`src/rtl/ldm_pkg.sv`:
```
// Shared types for the loop delta meter.
package ldm_pkg;
    typedef enum logic [1:0] {
        ST_IDLE   = 2'd0,
        ST_SETTLE = 2'd1,
        ST_RUN    = 2'd2
    } ldm_state_t;
endpackage

```
`src/rtl/ldm_sync.sv`:
```
// Brings an asynchronous level into the clock domain through STAGES flops
// and flags its rising edges with a one-cycle pulse.
// Assumes the input stays high or low for at least two clock cycles.
module ldm_sync #(
    parameter int STAGES = 2
) (
    input  logic clk,
    input  logic rst_n,
    input  logic async_in,
    output logic rise
);
    logic [STAGES:0] sh;

    // Shift the input through the synchronizer and one extra history flop.
    always_ff @(posedge clk) begin
        if (!rst_n) sh <= '0;
        else        sh <= {sh[STAGES-1:0], async_in};
    end

    // Generate lets a single-stage build still compile when asked for.
    generate
        if (STAGES >= 1) begin : g_edge
            assign rise = sh[STAGES-1] & ~sh[STAGES];
        end
    endgenerate
endmodule

```
`src/rtl/ldm_period_counter.sv`:
```
// Counts reference cycles from the first synchronized rising loop edge to
// the N-th following edge. The count saturates at its ceiling.
// Assumes run stays high for the whole timed run and is low between runs.
module ldm_period_counter #(
    parameter int CNT_W   = 20,
    parameter int LOOPS_W = 16
) (
    input  logic               clk,
    input  logic               rst_n,
    input  logic               run,
    input  logic               rise,
    input  logic [LOOPS_W-1:0] loops,
    output logic               finish,
    output logic [CNT_W-1:0]   value,
    output logic               sat
);
    localparam logic [CNT_W-1:0] CNT_MAX = {CNT_W{1'b1}};

    logic               armed;
    logic [CNT_W-1:0]   cnt;
    logic [LOOPS_W-1:0] edges;
    logic [LOOPS_W-1:0] loops_eff;
    logic [CNT_W-1:0]   cnt_inc;

    // Zero loops is treated as one; the increment stops at the ceiling.
    always_comb begin
        loops_eff = (loops == '0) ? LOOPS_W'(1) : loops;
        cnt_inc   = (cnt == CNT_MAX) ? cnt : cnt + 1'b1;
        finish    = run && armed && rise &&
                    (({1'b0, edges} + 1'b1) == {1'b0, loops_eff});
        value     = cnt_inc;
        sat       = run && armed && (cnt_inc == CNT_MAX);
    end

    // Arm on the first edge, then count cycles and edges until cleared.
    always_ff @(posedge clk) begin
        if (!rst_n || !run) begin
            armed <= 1'b0;
            cnt   <= '0;
            edges <= '0;
        end else if (!armed) begin
            if (rise) begin
                armed <= 1'b1;
                cnt   <= '0;
                edges <= '0;
            end
        end else begin
            cnt <= cnt_inc;
            if (rise) edges <= edges + 1'b1;
        end
    end

    // within an armed run the count never decreases (no wrap).
    assert_cnt_no_wrap_R7: assert property (@(posedge clk) disable iff (!rst_n)
        (armed && $past(armed)) |-> (cnt >= $past(cnt)));
endmodule

```
`src/rtl/ldm_ctrl.sv`:
```
// Sequences the measurement pair. It latches the request, drives C, settles,
// times the run, then drives ~C, settles, times again, and subtracts.
// Assumes finish/value/sat come from a counter that is cleared while the ring is off.
module ldm_ctrl
    import ldm_pkg::*;
#(
    parameter int N_ELEM   = 64,
    parameter int CNT_W    = 20,
    parameter int LOOPS_W  = 16,
    parameter int SETTLE_W = 8
) (
    input  logic                 clk,
    input  logic                 rst_n,
    input  logic                 start,
    input  logic [N_ELEM-1:0]    challenge,
    input  logic [LOOPS_W-1:0]   loops,
    input  logic [SETTLE_W-1:0]  settle,
    input  logic                 finish,
    input  logic [CNT_W-1:0]     value,
    input  logic                 sat,
    output logic [N_ELEM-1:0]    chal_out,
    output logic                 ring_en,
    output logic [LOOPS_W-1:0]   loops_q,
    output logic signed [CNT_W:0] delta,
    output logic                 done,
    output logic                 overflow,
    output logic                 busy
);
    ldm_state_t           state;
    logic                 phase;
    logic [N_ELEM-1:0]    chal_q;
    logic [SETTLE_W-1:0]  settle_q;
    logic [SETTLE_W-1:0]  settle_left;
    logic [CNT_W-1:0]     first_cnt;

    // Busy covers every state except idle.
    always_comb busy = (state != ST_IDLE);

    // Main sequencer: accept, settle, run, swap challenge, repeat, subtract.
    always_ff @(posedge clk) begin
        if (!rst_n) begin
            state       <= ST_IDLE;
            phase       <= 1'b0;
            chal_q      <= '0;
            chal_out    <= '0;
            loops_q     <= '0;
            settle_q    <= '0;
            settle_left <= '0;
            first_cnt   <= '0;
            ring_en     <= 1'b0;
            delta       <= '0;
            done        <= 1'b0;
            overflow    <= 1'b0;
        end else begin
            done <= 1'b0;
            case (state)
                ST_IDLE: begin
                    if (start) begin
                        chal_q      <= challenge;
                        chal_out    <= challenge;
                        loops_q     <= loops;
                        settle_q    <= settle;
                        settle_left <= settle;
                        phase       <= 1'b0;
                        overflow    <= 1'b0;
                        state       <= ST_SETTLE;
                    end
                end
                ST_SETTLE: begin
                    if (settle_left == '0) begin
                        ring_en <= 1'b1;
                        state   <= ST_RUN;
                    end else begin
                        settle_left <= settle_left - 1'b1;
                    end
                end
                ST_RUN: begin
                    if (sat) overflow <= 1'b1;
                    if (finish) begin
                        ring_en <= 1'b0;
                        if (!phase) begin
                            first_cnt   <= value;
                            phase       <= 1'b1;
                            chal_out    <= ~chal_q;
                            settle_left <= settle_q;
                            state       <= ST_SETTLE;
                        end else begin
                            delta <= $signed({1'b0, first_cnt}) - $signed({1'b0, value});
                            done  <= 1'b1;
                            state <= ST_IDLE;
                        end
                    end
                end
                default: state <= ST_IDLE;
            endcase
        end
    end

    // a start seen while busy leaves the latched challenge untouched.
    assert_start_ignored_R6: assert property (@(posedge clk) disable iff (!rst_n)
        (busy && start) |=> $stable(chal_q));

    // the ring never runs while the sequencer is idle.
    assert_ring_off_idle_R8: assert property (@(posedge clk) disable iff (!rst_n)
        !busy |-> !ring_en);
endmodule

```
`src/rtl/loop_delta_meter.sv`:
```
// Top of the loop delta meter: synchronizer, period counter and sequencer.
// Assumes loop_edge comes from a ring that is quiet (low) while ring_en is low.
module loop_delta_meter #(
    parameter int N_ELEM   = 64,
    parameter int CNT_W    = 20,
    parameter int LOOPS_W  = 16,
    parameter int SETTLE_W = 8
) (
    input  logic                  clk,
    input  logic                  rst_n,
    input  logic                  start,
    input  logic [N_ELEM-1:0]     challenge,
    input  logic [LOOPS_W-1:0]    loops,
    input  logic [SETTLE_W-1:0]   settle,
    input  logic                  loop_edge,
    output logic [N_ELEM-1:0]     chal_out,
    output logic                  ring_en,
    output logic signed [CNT_W:0] delta,
    output logic                  done,
    output logic                  overflow,
    output logic                  busy
);
    logic               rise;
    logic               finish;
    logic               sat;
    logic [CNT_W-1:0]   value;
    logic [LOOPS_W-1:0] loops_q;

    ldm_sync #(.STAGES(2)) u_sync (
        .clk      (clk),
        .rst_n    (rst_n),
        .async_in (loop_edge),
        .rise     (rise)
    );

    ldm_period_counter #(.CNT_W(CNT_W), .LOOPS_W(LOOPS_W)) u_cnt (
        .clk    (clk),
        .rst_n  (rst_n),
        .run    (ring_en),
        .rise   (rise),
        .loops  (loops_q),
        .finish (finish),
        .value  (value),
        .sat    (sat)
    );

    ldm_ctrl #(
        .N_ELEM(N_ELEM), .CNT_W(CNT_W), .LOOPS_W(LOOPS_W), .SETTLE_W(SETTLE_W)
    ) u_ctrl (
        .clk       (clk),
        .rst_n     (rst_n),
        .start     (start),
        .challenge (challenge),
        .loops     (loops),
        .settle    (settle),
        .finish    (finish),
        .value     (value),
        .sat       (sat),
        .chal_out  (chal_out),
        .ring_en   (ring_en),
        .loops_q   (loops_q),
        .delta     (delta),
        .done      (done),
        .overflow  (overflow),
        .busy      (busy)
    );

    // the challenge seen by the chain only moves with the ring off.
    assert_chal_quiet_R2: assert property (@(posedge clk) disable iff (!rst_n)
        !$stable(chal_out) |-> !ring_en);

    // the result strobe lasts a single cycle.
    assert_done_pulse_R5: assert property (@(posedge clk) disable iff (!rst_n)
        done |=> !done);

    // the saturation flag holds until a start arrives.
    assert_ovf_sticky_R7: assert property (@(posedge clk) disable iff (!rst_n)
        (overflow && !start) |=> overflow);
endmodule

```
`config.mk`:
```
export PLATFORM = sky130hd
export DESIGN_NAME = loop_delta_meter
export DESIGN_NICKNAME = d
export VERILOG_FILES = /design/src/rtl/ldm_pkg.sv /design/src/rtl/ldm_sync.sv /design/src/rtl/ldm_period_counter.sv /design/src/rtl/ldm_ctrl.sv /design/src/rtl/loop_delta_meter.sv
export SDC_FILE = /design/constraint.sdc
export NUM_CORES = 1
export LEC_CHECK = 0
export BUFFER_PORTS_ARGS = -buffer_cell sky130_fd_sc_hd__buf_4
export CORE_UTILIZATION = 45
export DETAILED_ROUTE_END_ITERATION = 10
export GPL_TIMING_DRIVEN = 0
export PLACE_DENSITY = 0.75
export SYNTH_ARGS = -nofsm -noshare
export SYNTH_HDL_FRONTEND = slang
export SYNTH_SLANG_ARGS = --single-unit
export TNS_END_PERCENT = 50
```
`constraint.sdc`:
```
create_clock -name clk -period 6 [get_ports clk]
set_clock_uncertainty 0.15 [all_clocks]
set_input_delay 1.2 -clock clk [delete_from_list [all_inputs] [get_ports clk]]
set_output_delay 1.2 -clock clk [all_outputs]
set_load 0.02 [all_outputs]
```
* Word-level counts from Yosys, hierarchy flattened
Cells that the tools add are included.
** Storage, ports and cells
- Bits in registers :: 247
- Input bits :: 92
- Output and inout port bits :: 89
- Word-level logic and storage cells :: 93
** Cells by class
- Add/sub/neg operators :: 5
- Equal/unequal tests :: 11
- Multiplexer cells :: 32
- Bitwise gates (word level) :: 4
- Reductions and logical operators :: 25
** Operators with widths (number)
- 2-to-1 mux 64 bit :: 3
- case mux 64 bit (2 select lines) :: 1
- 2-to-1 mux 16 bit :: 4
- inverter 64 bit :: 1
- 2-to-1 mux 20 bit :: 3
- == test 20 bit (second input constant) :: 2
- 2-to-1 mux 8 bit :: 4
- case mux 8 bit (3 select lines) :: 1
- AND reduction 3 bit :: 7
- subtractor 20 x 20 -> 21 bit :: 1
- adder 20 x 1 -> 20 bit (second input constant) :: 1
- adder 16 x 1 -> 17 bit (second input constant) :: 1
- == test 17 x 16 -> 1 bit :: 1
- adder 16 x 1 -> 16 bit (second input constant) :: 1
- zero test 16 bit :: 1
- != test 2 bit (second input constant) :: 5
- 2-to-1 mux 1 bit :: 9
- zero test 8 bit :: 1
- nonzero test 2 bit :: 4
- subtractor 8 x 1 -> 8 bit (second input constant) :: 1
- 2-to-1 mux 2 bit :: 3
- case mux 1 bit (2 select lines) :: 3
- case mux 2 bit (3 select lines) :: 1
- AND reduction 5 bit :: 1
- other kinds (12) :: 17

* Longest topological paths before layout
- Depth after elaboration :: 6
- Depth in mapped cells :: 19
- Mapped depth without buffers :: 18

* By module
A second synthesis with hierarchy kept.
** Second synthesis, totals
- Cells, all modules :: 1499
- Area, all modules :: 12379.4 um2
** By module, submodules not included
- ldm_ctrl :: times used 1, cells each 1126, area an instance 9559.2 um2
- ldm_period_counter :: times used 1, cells each 366, area an instance 2727.6 um2
- ldm_sync :: times used 1, cells each 7, area an instance 92.6 um2

* Worst setup path before layout
OpenSTA, ideal clock, no wires.
- Kind :: reg-to-reg
- Start :: register u_cnt.cnt[0]
- End :: register u_ctrl.delta[19]
- Arrival time :: 4.004 ns
- Data required time :: 5.732 ns
- Slack :: 1.727 ns
- Cell stages (with the launch flop) :: 20
- Clock period less this slack :: 4.273 ns
- Cells stage by stage :: dfxtp_1 -> ha_1 -> and3_1 -> and3_1 -> buf_2 -> nand2_1 -> xnor2_1 -> inv_1 -> ha_1 -> inv_1 -> maj3_1 -> o221ai_1 -> o2bb2ai_1 -> and4b_1 -> o21a_1 -> a2111oi_2 -> nor3_1 -> a311oi_1 -> xor2_1 -> o21ai_1
** Between the ends
- Longest elaborated chain between the ends :: 3
- Elaborated cells between the ends (all ways) :: 4
** RTL lines
- from (decl) :: line ldm_period_counter.sv:20 : logic [CNT_W-1:0] cnt;
- from (signal assigned) :: line ldm_period_counter.sv:48 : cnt <= cnt_inc;
- adder 20 x 1 -> 20 bit or == test 20 bit (tied branches) :: line ldm_period_counter.sv:28 : cnt_inc = (cnt == CNT_MAX) ? cnt : cnt + 1'b1;
- 2-to-1 mux 20 bit (*) :: line ldm_period_counter.sv:28
- net u_cnt.value[0] :: line ldm_period_counter.sv:14 : output logic [CNT_W-1:0] value,
- subtractor 20 x 20 -> 21 bit (*) :: line ldm_ctrl.sv:88 : delta <= $signed({1'b0, first_cnt}) - $signed({1'b0, value});
- to (signal assigned) :: line ldm_ctrl.sv:88
- to (decl) :: line ldm_ctrl.sv:24 : output logic signed [CNT_W:0] delta,
The timed path passes the listed nets; every way through them passes the cells marked *.
A chain may end at the register's enable or synchronous reset.

* Worst setup path in the final report
Ends and elaborated chain as after synthesis.

==> results.md <==
* Core Area at 0.0269 sq mm
* Leakage at 5.72 nW
* DRT Pass-1 Iters at 5
* Via-to-Cell Ratio at ~5.6
* Area grow syn2layout at 21.9%
* Synthesized area per cell at 7.88 sq um
* Worst min-delay path category: flop to flop
* Final Hold Fails at 0
* Max Cap Viol at 0
* Clk_lat worst skew at 0.56 ns
* Setup CP Type: flop to flop
* Post-synthesis cell count at 1560
* Slew @ Worst Pin at around 0.80 ns
* # diodes at 0
* Total die area at 0.0280 sq mm
* Post-synthesis async set-or-reset flop share at 0%
* Unrepaired setup endpoints after global routing: no
* Fin Hold WS at approximately 0.30 ns
* Distinct cells, synth at approximately 70
* Top Ports at 181
* Synth Cell Area at 0.0123 sq mm
* DRC Markers at 0
* Crit path cell chain: ha_1 -> and3_1 -> and3_1 -> buf_2 -> nand2_1 -> xnor2_1 -> inv_1 -> ha_1 -> inv_1 -> maj3_1 -> o221ai_1 -> o221ai_1 -> and4b_1 -> o21a_1 -> a2111oi_2 -> nor3_1 -> a311oi_1 -> xor2_1 -> o21ai_1
* Share of layout cells above drive strength 1 at 15.3%
* Syn Nets at 1671
* First-pass GRT wire length at 58000 um
* CP max stage delay at 0.48 ns
* CTS Sinks at ~250
* Worst Path Required at around 6.3 ns
* VDD IR max at about 0.00037 V
* Sequential share of the synthesized area at between 40% and 50%
* Setup TNS Final at 0 ns
* Crit. End Element: flop
* Vias in the first global route at 11300
* Synth warnings at 0
* Initial antenna violation count at 0
* Worst slew margin at 46.7%
* Final Cycle Share at 83.4%
* Post-cts sizing count at 0
* Tmin final at between 5 and 6 ns
* Pins over their slew limit at 0
* Clk pin slew, worst setup/hold paths at 0.06 ns
* DRT iter0 DRCs at around 800
* CTS root buffer: clkbuf_16
* EDFF count, synth at 0
* Initial core utilization at 45.8%
* DR vias at 11900
* Hold Buf Count CTS at 0
* CTS tree: yes
* Commonest non-fill, non-tap cell in the layout: nand2_1
* DPL Wire Length at 26800 um
* Antenna viol nets, final at 0
* Row Count at 60
* Nets at 1880
* FF+latch count, synth at 247
* Critical Path Start Type: flop
* Fmax at 200 MHz
* Crit-path slowest cell: a2111oi_2
* IO buf count at 180
* H-Tree Level Count at 1
* GRT Util Overall at 25.4%
* Routed length per instance at 17.1 um
* Die width at 167 um
* Worst-path fanout max at 9
* Clk buf depth at 3
* Final setup fails at 0
* Crit path DAT at 5.29 ns
* Die H at ~170 um
* Most frequent cells in the layout: nand2_1, dfxtp_1, buf_4
* Largest net degree at the start of global routing at 15
* Pwr dens at 412 mW/mm^2
* Gr ovfl total at 0
* CTS buffer count at 27
* Ys flop type: dfxtp_1
* Routability cong. at between 0.9 and 1
* Run status: complete, no violations
* Routed WL at 36400 um
* Setup Buffers After CTS at 0
==> critical path: cells and delay by family, from the launching register on <==
family	cells	cell delay, ns
fa+ha+maj	3	0.78
buf+inv	3	0.39
flops	1	0.45
simple gates	5	1.13
compound gates	6	1.55
xor+xnor	2	0.46
==> metal layers <==
metal	vias to the layer above	wire length (um)	GRT usage, %
met4	0	1290	9.77
met5	-	0	0
li1	5795	-	-
met3	84	2400	4.51
met2	410	17200	43.1
met1	5625	15500	32.0
==> flip-flops by register name (all words and copies together), names as in the netlist, 2 cells and up <==
name	cells
u_ctrl.delta	21
u_ctrl.settle_q	8
u_cnt.cnt	20
u_ctrl.loops_q	16
u_ctrl.chal_q	64
u_ctrl.first_cnt	20
u_ctrl.state	2
u_cnt.edges	16
u_sync.sh	3
u_ctrl.settle_left	8
u_ctrl.chal_out	64
==> path summary, 6_finish.rpt <==
| check | startpoint | cells past startpoint | to | slack [ns] |
|---|---|---|---|---|
| setup reg to reg | u_cnt.cnt[0] | 19 | u_ctrl.delta[19] | 1.0 |
| hold / removal | u_ctrl.chal_q[57] | 2 | u_ctrl.chal_q[57] | 0.30 |
| hold reg to reg | u_ctrl.chal_q[57] | 2 | u_ctrl.chal_q[57] | 0.30 |
| setup / recovery | u_cnt.cnt[0] | 19 | u_ctrl.delta[19] | 1.0 |
==> through the flow <==
step	power (mW)	util, %	worst slack [ns]	cell area [sq um]	cells
floorplan	3.66	-	1.73	12300	1560
global placement	4.43	52.4	1.15	14100	2081
detailed placement	4.47	52.4	1.03	14100	2081
CTS	6.19	55.8	1.05	15000	2130
global route	6.49	55.8	0.747	15000	2130
finish	6.18	55.8	0.996	15000	2130
==> where the power goes <==
part / internal (mW) / switching, mW
clock: 1.01 / 0.698
combinational: 0.866 / 1.39
sequential: 1.98 / 0.234
==> cells by family after synthesis <==
| group | Yosys count | share of synthesized area [%] |
|---|---|---|
| DFF | 247 | 40.2 |
| xor gates and xnor gates | 66 | 4.70 |
| muxes | 75 | 6.14 |
| AOI/OAI and AO/OA | 364 | 18.9 |
| adders and majority gates | 24 | 2.34 |
| and+or+nand+nor | 586 | 21.2 |
| buffers and inverters | 198 | 6.48 |
==> final cells by class <==
type	instances	area (sq um)
Clock inverter	12	156
Inverter	92	345
Clock buffer	37	753
Sequential cell	247	4940
Buffer	106	452
Timing Repair Buffer	180	1350
Multi-Input combinational cell	1115	6560
Tap cell	341	427
Fill cell	2485	11900
==> synth_stat cells (14+ instances only) <==
library cell  count  area share [%]
o211ai_1         18             1.1
ha_1             19             1.9
a211oi_1         76             4.6
a21oi_1         163             6.6
and3_1           15            0.76
nor4_1           15            0.76
nand4_1          14            0.71
clkbuf_1         71             2.2
inv_1            92             2.8
nor3_1           25             1.0
xor2_1           23             1.6
nor2_1          168             5.1
o21ai_0          26             1.1
buf_2            16            0.65
nand3_1          29             1.2
nand2_1         261             8.0
dfxtp_1         247              40
mux2i_1          71             5.8
a31oi_1          17            0.86
xnor2_1          43             3.1
(Power assumes the default switching activity.)
